## src/rtl/prn_pkg.sv

```systemverilog
package prn_pkg;
  localparam logic [2:0] ADDR_DATA   = 3'd0;
  localparam logic [2:0] ADDR_STATUS = 3'd1;
  localparam logic [2:0] ADDR_CTRL   = 3'd2;

  localparam int CTRL_IRQ_BIT = 4;
  localparam int CTRL_DIR_BIT = 5;

  typedef struct packed {
    logic       wrData;
    logic       wrCtrl;
    logic       rdActive;
    logic       rdStatus;
    logic [2:0] rdSel;
  } prnStrobe_t;
endpackage

```

## src/rtl/prn_ctrl.sv

```systemverilog
module prn_ctrl
  import prn_pkg::*;
#(
  parameter int SYNC_STAGES = 2
) (
  input  logic       clk,
  input  logic       rstN,
  input  logic [2:0] addr,
  input  logic       csN,
  input  logic       rdN,
  input  logic       wrN,
  input  logic       ackN,
  input  logic       irqMode,
  input  logic       irqEnable,
  output prnStrobe_t stb,
  output logic       ackSync,
  output logic       printFlag,
  output logic       irqOut
);
  logic [SYNC_STAGES-1:0] ackPipe;
  logic ackPrev;
  logic ackRise;
  logic wrActive;
  logic rdActive;

  generate
    if (SYNC_STAGES == 1) begin : g_sync1
      always_ff @(posedge clk or negedge rstN) begin
        if (!rstN) ackPipe <= '1;
        else       ackPipe <= ackN;
      end
    end else begin : g_syncN
      always_ff @(posedge clk or negedge rstN) begin
        if (!rstN) ackPipe <= '1;
        else       ackPipe <= {ackPipe[SYNC_STAGES-2:0], ackN};
      end
    end
  endgenerate

  assign ackSync  = ackPipe[SYNC_STAGES-1];
  assign ackRise  = ackSync & ~ackPrev;
  assign wrActive = ~csN & ~wrN;
  assign rdActive = ~csN & ~rdN;

  always_comb begin
    stb.wrData   = wrActive && (addr == ADDR_DATA);
    stb.wrCtrl   = wrActive && (addr == ADDR_CTRL);
    stb.rdActive = rdActive;
    stb.rdStatus = rdActive && (addr == ADDR_STATUS);
    stb.rdSel    = addr;
  end

  always_ff @(posedge clk or negedge rstN) begin
    if (!rstN) begin
      ackPrev   <= 1'b1;
      printFlag <= 1'b0;
    end else begin
      ackPrev <= ackSync;
      if (ackRise)           printFlag <= 1'b1;
      else if (stb.rdStatus) printFlag <= 1'b0;
    end
  end

  assign irqOut = irqEnable & (irqMode ? printFlag : ackSync);
endmodule

```

## src/rtl/prn_dp.sv

```systemverilog
module prn_dp
  import prn_pkg::*;
#(
  parameter int DATA_W = 8
) (
  input  logic              clk,
  input  logic              rstN,
  input  prnStrobe_t        stb,
  input  logic [DATA_W-1:0] wrData,
  input  logic [DATA_W-1:0] pdIn,
  input  logic              dirCtl,
  input  logic              busy,
  input  logic              paperOut,
  input  logic              selected,
  input  logic              errN,
  input  logic              ackSync,
  input  logic              printFlag,
  output logic [DATA_W-1:0] rdData,
  output logic [DATA_W-1:0] pdOut,
  output logic              pdOe,
  output logic              strbN,
  output logic              afdN,
  output logic              initN,
  output logic              slinN,
  output logic              irqEnable
);
  localparam int PAD_W = DATA_W - 6;

  logic [DATA_W-1:0] dataReg;
  logic [DATA_W-1:0] ctrlReg;
  logic [DATA_W-1:0] pdSample;
  logic [DATA_W-1:0] statusWord;

  always_ff @(posedge clk or negedge rstN) begin
    if (!rstN) begin
      dataReg  <= '0;
      ctrlReg  <= '0;
      pdSample <= '0;
    end else begin
      pdSample <= pdIn;
      if (stb.wrData) dataReg <= wrData;
      if (stb.wrCtrl) ctrlReg <= wrData;
    end
  end

  assign pdOut     = dataReg;
  assign pdOe      = ~dirCtl | ~ctrlReg[CTRL_DIR_BIT];
  assign strbN     = ~ctrlReg[0];
  assign afdN      = ~ctrlReg[1];
  assign initN     = ~ctrlReg[2];
  assign slinN     = ~ctrlReg[3];
  assign irqEnable = ctrlReg[CTRL_IRQ_BIT];

  assign statusWord = {{(PAD_W-2){1'b0}}, busy, ackSync, paperOut, selected,
                       errN, printFlag, 2'b00};

  always_comb begin
    rdData = '0;
    if (stb.rdActive) begin
      case (stb.rdSel)
        ADDR_DATA:   rdData = pdOe ? dataReg : pdSample;
        ADDR_STATUS: rdData = statusWord;
        ADDR_CTRL:   rdData = ctrlReg;
        default:     rdData = '0;
      endcase
    end
  end
endmodule

```

## src/rtl/prn_port_ctrl.sv

```systemverilog
module prn_port_ctrl
  import prn_pkg::*;
#(
  parameter int DATA_W      = 8,
  parameter int SYNC_STAGES = 2
) (
  input  logic              clk,
  input  logic              rstN,
  input  logic [2:0]        addr,
  input  logic              csN,
  input  logic              rdN,
  input  logic              wrN,
  input  logic [DATA_W-1:0] wrData,
  output logic [DATA_W-1:0] rdData,
  output logic              busEn,
  input  logic              serialRead,
  output logic [DATA_W-1:0] pdOut,
  input  logic [DATA_W-1:0] pdIn,
  output logic              pdOe,
  output logic              strbN,
  output logic              afdN,
  output logic              initN,
  output logic              slinN,
  input  logic              busy,
  input  logic              paperOut,
  input  logic              selected,
  input  logic              errN,
  input  logic              ackN,
  input  logic              irqMode,
  input  logic              dirCtl,
  output logic              irqOut,
  output logic              irqOe
);
  prnStrobe_t stb;
  logic ackSync;
  logic printFlag;
  logic irqEnable;

  prn_ctrl #(.SYNC_STAGES(SYNC_STAGES)) i_ctrl (
    .clk(clk), .rstN(rstN), .addr(addr), .csN(csN), .rdN(rdN), .wrN(wrN),
    .ackN(ackN), .irqMode(irqMode), .irqEnable(irqEnable), .stb(stb),
    .ackSync(ackSync), .printFlag(printFlag), .irqOut(irqOut)
  );

  prn_dp #(.DATA_W(DATA_W)) i_dp (
    .clk(clk), .rstN(rstN), .stb(stb), .wrData(wrData), .pdIn(pdIn),
    .dirCtl(dirCtl), .busy(busy), .paperOut(paperOut), .selected(selected),
    .errN(errN), .ackSync(ackSync), .printFlag(printFlag), .rdData(rdData),
    .pdOut(pdOut), .pdOe(pdOe), .strbN(strbN), .afdN(afdN), .initN(initN),
    .slinN(slinN), .irqEnable(irqEnable)
  );

  assign irqOe = irqEnable;
  assign busEn = stb.rdActive | serialRead;
endmodule

```

## config.mk

```make
export PLATFORM = sky130hd
export DESIGN_NAME = prn_port_ctrl
export DESIGN_NICKNAME = d
export VERILOG_FILES = /design/src/rtl/prn_pkg.sv /design/src/rtl/prn_ctrl.sv /design/src/rtl/prn_dp.sv /design/src/rtl/prn_port_ctrl.sv
export SDC_FILE = /design/constraint.sdc
export NUM_CORES = 1
export LEC_CHECK = 0
export BUFFER_PORTS_ARGS = -buffer_cell sky130_fd_sc_hd__buf_2
export CAP_MARGIN = 10
export CORE_UTILIZATION = 40
export DETAILED_ROUTE_END_ITERATION = 6
export PLACE_DENSITY = 0.74
export SLEW_MARGIN = 20
export SYNTH_ARGS = -nofsm -noshare
export SYNTH_HDL_FRONTEND = slang
export SYNTH_SLANG_ARGS = --single-unit
export TNS_END_PERCENT = 5
```

## constraint.sdc

```tcl
create_clock -name clk -period 1.2 [get_ports clk]
set_input_delay 0.12 -clock clk [delete_from_list [all_inputs] [get_ports clk]]
set_output_delay 0.12 -clock clk [all_outputs]
set_load 0.02 [all_outputs]
```

# [Word-level counts from Yosys, hierarchy flattened]
# Index checks and enable logic that the tools add are counted.
# Widths: inputs -> output; s select.
[classes] eq_ne=2 n_bitwise=16 mux=6 n_reduce_logical=5
[op_table] op="$pmux 8 s3" n=1
[op_table] op="$mux 8" n=2
[op_table] op="$not 1->1" n=10
[op_table] op="$and 1x1->1" n=4
[op_table] op="$eq 3x1->1 const B" n=1
[op_table] op="$eq 3x2->1 const B" n=1
[op_table] op="$logic_and 1x1->1" n=3
[op_table] op="$logic_not 3->1" n=1
[op_table] op="$mux 1" n=3
[op_table] op="$or 1x1->1" n=2
[op_table] op="$reduce_bool 2->1" n=1
[totals] elab_cells=35 output_inout_bits=24 reg_bits=28 input_bits=32

# [Depth between registers and ports, before layout]
# Gate-level depths: netlist of the first run.
[depth] ltp_word=5 ltp_mapped=5 ltp_nobuf=3

# [By module]
# Synthesis of the first run repeated with hierarchy kept, for this count alone.
[hier_totals] hier_cells=107 hier_area_um2=1275.0
[by_module_without_submodules] module="prn_dp" area_each_um2=1056.0 seq_area_each_um2=600.6 n_inst=1 cells_each=85
[by_module_without_submodules] module="prn_ctrl" area_each_um2=212.7 seq_area_each_um2=103.8 n_inst=1 cells_each=21
[by_module_without_submodules] module="prn_port_ctrl" area_each_um2=6.3 seq_area_each_um2=0.0 n_inst=1 cells_each=1

# [Worst setup path before layout of the first run]
# OpenSTA, ideal clock, no wires.
[synth_timing] path_type="register to output" from="register i_dp.ctrlReg[5]" to="output rdData[2]" stages_incl_launch_ff=5 required_ps=1080 arrival_ps=1205 slack_ps=-125 path_buffers=1 cell_sequence="dfrtp_1 clkbuf_1 a21boi_0 o21ai_1 a21oi_1"
[synth_via] elab_chain_len=5
[synth_rtl] item="from (decl)" line="prn_dp.sv:30" rtl="logic [DATA_W-1:0] ctrlReg;"
[synth_rtl] item="from (signal assigned)" line="prn_dp.sv:42" rtl="if (stb.wrCtrl) ctrlReg <= wrData;"
[synth_rtl] item="$not 1->1" line="prn_dp.sv:47" rtl="assign pdOe = ~dirCtl | ~ctrlReg[CTRL_DIR_BIT];"
[synth_rtl] item="$or 1x1->1" line="prn_dp.sv:47"
[synth_rtl] item="$mux 8" line="prn_dp.sv:61" rtl="ADDR_DATA: rdData = pdOe ? dataReg : pdSample;"
[synth_rtl] item="$pmux 8 s3" line="prn_dp.sv:60" rtl="case (stb.rdSel)"
[synth_rtl] item="$mux 8" line="prn_dp.sv:59" rtl="if (stb.rdActive) begin"
[synth_rtl] item="to (decl)" line="prn_port_ctrl.sv:14" rtl="output logic [DATA_W-1:0] rdData,"
# No other way between the ends.

# [Worst setup path after layout of the first run]
[layout_timing] from="register i_dp.ctrlReg[5]" to="output rdData[1]"
# The elaborated chain is that of the path after synthesis.

==> impl_metrics.json, run 1 <==
{
  "status": "complete, but fails checks",
  "failed_checks": "negative setup slack",
  "rows": 21,
  "syn-num-nets": 154,
  "cts_htree_levels": 1,
  "yosys_register_bits": 28,
  "portBuffers": 55,
  "syn_to_final_growth_pct": 46.1,
  "dpl_worst_slack_ns": -0.168,
  "cp_common_cell": "buf_4",
  "io_pins": 56,
  "synth_ff_type": "dfrtp_1",
  "grt_max_degree": 29,
  "cts_tree": "built",
  "finalMaxSlewViolations": 0,
  "synthXorXnorAreaFrac_pct": 0,
  "detail_route.wl_per_cell_um": 14.2,
  "grt_pass1_wl_mm": 5.12,
  "critPathSlowestCell": "dfrtp_2",
  "register_area_um2": 706,
  "clock-sinks": 28,
  "final_common_cell": "buf_2",
  "p_total_w": 0.00244,
  "die_area_um2": 3750,
  "clock_latency_ns": 0.31,
  "multi_input_area_um2": 714,
  "ys_warn_count": 0,
  "core_um2": 3340,
  "grt-ovfl-total": 0,
  "synth_area_leaders": "dfrtp_1, mux2_2, nand3b_1, dfstp_2, a21boi_0",
  "min_path_cells": 2,
  "min_period_ns": 1.59,
  "syn-cell-area_um2": 1400,
  "critPathKind": "flop to output port",
  "layout_setup_ws_ns": -0.390,
  "wl_mm": 3.43,
  "clk_pin_slew_ns": 0.14,
  "total_leakage_power_nw": 0.954,
  "timing.rr.start": "i_dp.ctrlReg[5]",
  "min_from": "wrData[2]",
  "cp-end-kind": "output port",
  "reg2reg_to": "i_dp.ctrlReg[5]",
  "synthMuxAreaShare_pct": 13.6,
  "grt_antenna_before_repair": 0,
  "ant_nets": 0,
  "yosys.area_share.simple_pct": 17.0,
  "final_cell_mix": "buf_2, dfrtp_1, mux2_2",
  "crit_chain": "buf_4 > and3_1 > o21ai_1 > a21oi_2 > buf_4",
  "cts-root-buf": "clkbuf_4",
  "ir_drop_uv": 1060,
  "grt_pass1_vias": 1150,
  "fin_skew_ns": 0.000582,
  "holdPathEnd": "i_dp.ctrlReg[2]",
  "synth_edf_count": 0,
  "fillCellCount": 277,
  "drive_above_1_share_pct": 57.7,
  "remaining_drc_errors": 0,
  "die_w_um": 61.2,
  "cts_max_path_buffers": 2,
  "avgSynthCellArea_um2": 11.5,
  "drv_cap": 0,
  "drtIter0Drc": 48,
  "finalHoldViolations": 0,
  "hp-class": "primary input to flop",
  "tightest_slew_ns": 0.612,
  "critPathMaxStageDelay_ns": 0.49,
  "yosysSeqAreaShare_pct": 50.2,
  "cp.required_ns": 1.08,
  "r2r_slack_ns": 0.07,
  "arrival_ns": 1.47,
  "powerDensity_nw_per_um2": 1190,
  "dp_hpwl_mm": 2.40,
  "worst_hold_slack_ns": 0.0368,
  "post-route-period-util_pct": 132,
  "yosysTopAreaCell": "dfrtp_1",
  "grt_util_all_layers_pct": 19.2,
  "initial_utilization_pct": 42.0,
  "synth_top_area_share_pct": 44.6,
  "antennaDiodeCount": 0,
  "syn_inst": 122,
  "nNetsFinal": 229,
  "dr.pass1.iters": 3,
  "synth-compound-area-share_pct": 15.5,
  "routabilityCongestion": 0.792,
  "synth_cell_types": 27,
  "start_kind": "flop",
  "rr_worst_depth": 3,
  "vias": 1189,
  "fmax_mhz": 629,
  "die_height_um": 61.2,
  "synth_fa_ha_area_share_pct": 0,
  "setup_viol": 10,
  "vias_per_cell": 4.91,
  "crit_path_max_fanout": 8,
  "rsz0062_at_grt": "yes",
  "slew_headroom_pct": 59.2,
  "cts_buffers": 3,
  "synth_top_family_by_area": "simple AND/OR/NAND/NOR gates",
  "async_reset_ff_share_pct": 100
}
[layer usage]
layer	track usage, %	vias up	routed length (µm)
met3	4.41	6	202
met2	32.3	44	1730
li1	-	582	-
met1	24.6	557	1450
met4	6.17	0	53
met5	0	-	0
[sequential cells by signal, summed over array words and instances (netlist names)]
name              cells
i_ctrl.ackPrev        1
i_dp.pdOut            8
i_dp.pdSample         8
i_ctrl.printFlag      1
i_ctrl.ackPipe        2
i_dp.ctrlReg          8
[critical path, delay by kind of cell (launching register included)]
kind	cells	cell delay (ns)
DFF	1	0.49
buffers and inverters	2	0.32
and+or+nand+nor	1	0.13
AOI/OAI and AO/OA	2	0.22
[Yosys cell counts (2+ instances only)]
library cell  instances
nand2_1               3
dfrtp_1              25
a21boi_0              8
buf_2                 2
mux2_2               16
dfstp_2               3
nand3b_1             12
o21ai_1               2
inv_1                 5
o21ai_0               8
a21o_1                6
a21oi_1               8
clkbuf_1              3
and3_1                8
[how the worst max path moves through the flow]
stage / depth (start not counted) / slack (ns) / end / from
floorplan: 4 / -0.002 / rdData[0] / addr[2]
global placement: 4 / -0.09 / rdData[5] / i_dp.ctrlReg[5]
detailed placement: 4 / -0.17 / rdData[3] / i_dp.ctrlReg[5]
CTS: 5 / -0.40 / rdData[3] / i_dp.ctrlReg[5]
global route: 5 / -0.47 / rdData[3] / i_dp.ctrlReg[5]
finish: 5 / -0.39 / rdData[1] / i_dp.ctrlReg[5]
[through the flow]
stage / cell area, µm² / utilization, % / setup TNS [ns] / instances
2_1_floorplan: 1440 / - / -0.0135 / 122
3_3_place_gp: 1800 / 53.9 / -1.38 / 224
3_5_place_dp: 1800 / 53.9 / -2.38 / 224
4_1_cts: 2000 / 59.8 / -3.40 / 241
5_1_grt: 2050 / 61.4 / -4.14 / 242
6_report: 2050 / 61.4 / -3.32 / 242
[timing repair]
action,CTS,global route
hold buffers,10,0
buffers inserted,3,0
cloned,0,1
pin swaps,8,3
setup endpoints to repair,10,10
hold endpoints to repair,34,0
gates resized for setup,29,15
[cells by family (layout without fill, tap and decap cells)]
kind of cell,after synthesis,count (layout)
buffers and inverters,11,85
and+or+nand+nor,32,32
muxes,17,17
AOI/OAI and AO/OA,34,34
DFF,28,28
[power by group]
group          switching (W)  total [W]  internal [W]
Clock               0.000251   0.000381      0.000130
Combinational       0.000429   0.000848      0.000420
Sequential          0.000117    0.00121       0.00109
Total               0.000797    0.00244       0.00164
[cell type report]
cell class	instances	area share, %
inverters	5	0.916
flip-flops and latches	28	34.4
repair buffers	76	25.7
clock buffers	4	1.28
multi-input cells	83	34.9
well taps	46	2.81
Power figures use the tool's default switching activity.
==> run 2, diff against run 1 <==
TNS_END_PERCENT = not set   (was 5)
==> impl_metrics.json, run 2 (same netlist as run 1, synthesis figures left out) <==
{
  "rows": 21,
  "grt-ovfl-total": 0,
  "p_total_w": 0.00250,
  "cts-root-buf": "clkbuf_4",
  "slew_headroom_pct": 59.3,
  "clock_latency_ns": 0.31,
  "syn_to_final_growth_pct": 50.9,
  "die_w_um": 61.2,
  "critPathSlowestCell": "dfrtp_2",
  "grt_antenna_before_repair": 0,
  "total_leakage_power_nw": 0.971,
  "powerDensity_nw_per_um2": 1180,
  "tightest_slew_ns": 0.610,
  "rsz0062_at_grt": "yes",
  "cp-end-kind": "output port",
  "critPathMaxStageDelay_ns": 0.48,
  "vias": 1218,
  "status": "complete, but fails checks",
  "critPathKind": "flop to output port",
  "vias_per_cell": 4.97,
  "instances_no_fill": 245,
  "grt_pass1_wl_mm": 5.18,
  "clkPwrFrac_pct": 15.2,
  "pwr-share-seq_pct": 48.4,
  "post_dp_cell_area_um2": 1800,
  "fillCellCount": 275,
  "start_kind": "flop",
  "drtIter0Drc": 71,
  "wl_mm": 3.58,
  "detail_route.wl_per_cell_um": 14.6,
  "routabilityCongestion": 0.792,
  "crit_path_max_fanout": 7,
  "final_common_cell": "buf_2",
  "dpl_worst_slack_ns": -0.168,
  "failed_checks": "negative setup slack",
  "stdcell_area_um2": 2120,
  "layout_setup_ws_ns": -0.415,
  "grt_pass1_vias": 1172,
  "cts_max_path_buffers": 2,
  "p_switching_w": 0.000821,
  "io_pins": 56,
  "dr.pass1.iters": 4,
  "power_frac_comb_pct": 36.4,
  "final_cell_mix": "buf_2, dfrtp_1, mux2_2",
  "remaining_drc_errors": 0,
  "drive_above_1_share_pct": 62.3,
  "hp-class": "primary input to flop",
  "setup_viol": 10,
  "grt_util_all_layers_pct": 19.5,
  "crit_chain": "buf_6 > a21boi_2 > o21ai_2 > a21oi_2 > buf_6",
  "grt_max_degree": 29,
  "die_height_um": 61.2,
  "cts_tree": "built",
  "fmax_mhz": 619,
  "swShare_pct": 32.8,
  "dp_hpwl_mm": 2.40,
  "finalMaxSlewViolations": 0,
  "antennaDiodeCount": 0,
  "clock-sinks": 28,
  "core_um2": 3340,
  "cp_common_cell": "buf_6",
  "dpl.cell_count": 224,
  "ant_nets": 0,
  "clk_pin_slew_ns": 0.13,
  "initial_utilization_pct": 42.0,
  "post-route-period-util_pct": 135,
  "portBuffers": 55,
  "ir_drop_uv": 1070,
  "finalHoldViolations": 0,
  "fin_skew_ns": 0.000722,
  "arrival_ns": 1.50,
  "p_int_w": 0.00168,
  "nNetsFinal": 232,
  "drv_cap": 0,
  "cts_htree_levels": 1,
  "cp.required_ns": 1.08,
  "die_area_um2": 3750,
  "cts_buffers": 3,
  "min_period_ns": 1.62
}
run 2: cell types whose count changed in the layout (fill, tap and decap cells not counted):
cell,previous run,this run
a21boi_0,1,0
a21boi_1,2,1
a21boi_2,5,7
and3_1,8,6
and3_4,0,2
buf_2,46,45
buf_4,10,11
buf_6,9,12
nand2_1,3,2
nand2_2,1,2
o21ai_1,3,0
o21ai_2,5,8
run 2: worst max-delay path, delay by kind of cell (launching register included):
family                 cells  cell delay [ns]
flip-flops                 1             0.48
AO/OA/AOI/OAI              3             0.41
buffers and inverters      2             0.28
run 2: final timing paths:
kind                                     end  slack, ns  depth (start not counted)         startpoint
max                                rdData[5]      -0.42                          5    i_dp.ctrlReg[5]
min                            i_dp.pdOut[6]       0.04                          2          wrData[6]
max reg2reg                  i_dp.ctrlReg[5]       0.11                          3    i_dp.ctrlReg[5]
min reg2reg                i_ctrl.ackPipe[1]       0.37                          0  i_ctrl.ackPipe[0]
max in group asynchronous    i_dp.ctrlReg[5]       0.44                          2               rstN
min in group asynchronous      i_dp.pdOut[5]       0.33                          2               rstN
run 2: layout make-up:
class                           count  area (µm²)  share of cell area [%]
Tap cell                           46        57.6                    2.72
Sequential cell                    28         706                    33.3
Multi-Input combinational cell     83         746                    35.2
Timing Repair Buffer               79         563                    26.6
Clock buffer                        4        26.3                    1.24
Inverter                            5        18.8                   0.887
run 2: power by group through the flow:
stage / logic, W / clock network (W) / registers [W]
2_1_floorplan: 0.000367 / 0 / 0.00128
5_1_grt: 0.000982 / 0.000444 / 0.00123
3_5_place_dp: 0.000689 / 0 / 0.00124
4_1_cts: 0.000836 / 0.000395 / 0.00121
6_report: 0.000911 / 0.000379 / 0.00121
3_3_place_gp: 0.000671 / 0 / 0.00123
run 2: repair_timing:
item	4_1_cts	5_1_grt
buffers inserted	5	2
setup endpoints to repair	10	10
gates cloned	0	1
pin swaps	8	11
hold buffers	10	0
endpoints found under the hold margin	34	0
resized for setup	36	22
run 2: stage by stage:
step	setup TNS, ns	hold slack [ns]	util, %
6_report	-3.23	0.0422	63.4
5_1_grt	-4.14	0.0204	63.4
4_1_cts	-3.39	0.0317	60.9
3_5_place_dp	-2.38	0.160	53.9
3_3_place_gp	-1.38	0.146	53.9
2_1_floorplan	-0.0135	-0.176	-
run 2: metal layers:
layer / routed length, µm / up-vias / GRT usage (%)
li1: - / 590 / -
met4: 80 / 0 / 8.77
met2: 1800 / 49 / 32.0
met1: 1480 / 571 / 24.5
met3: 210 / 8 / 4.41
met5: 0 / - / 0
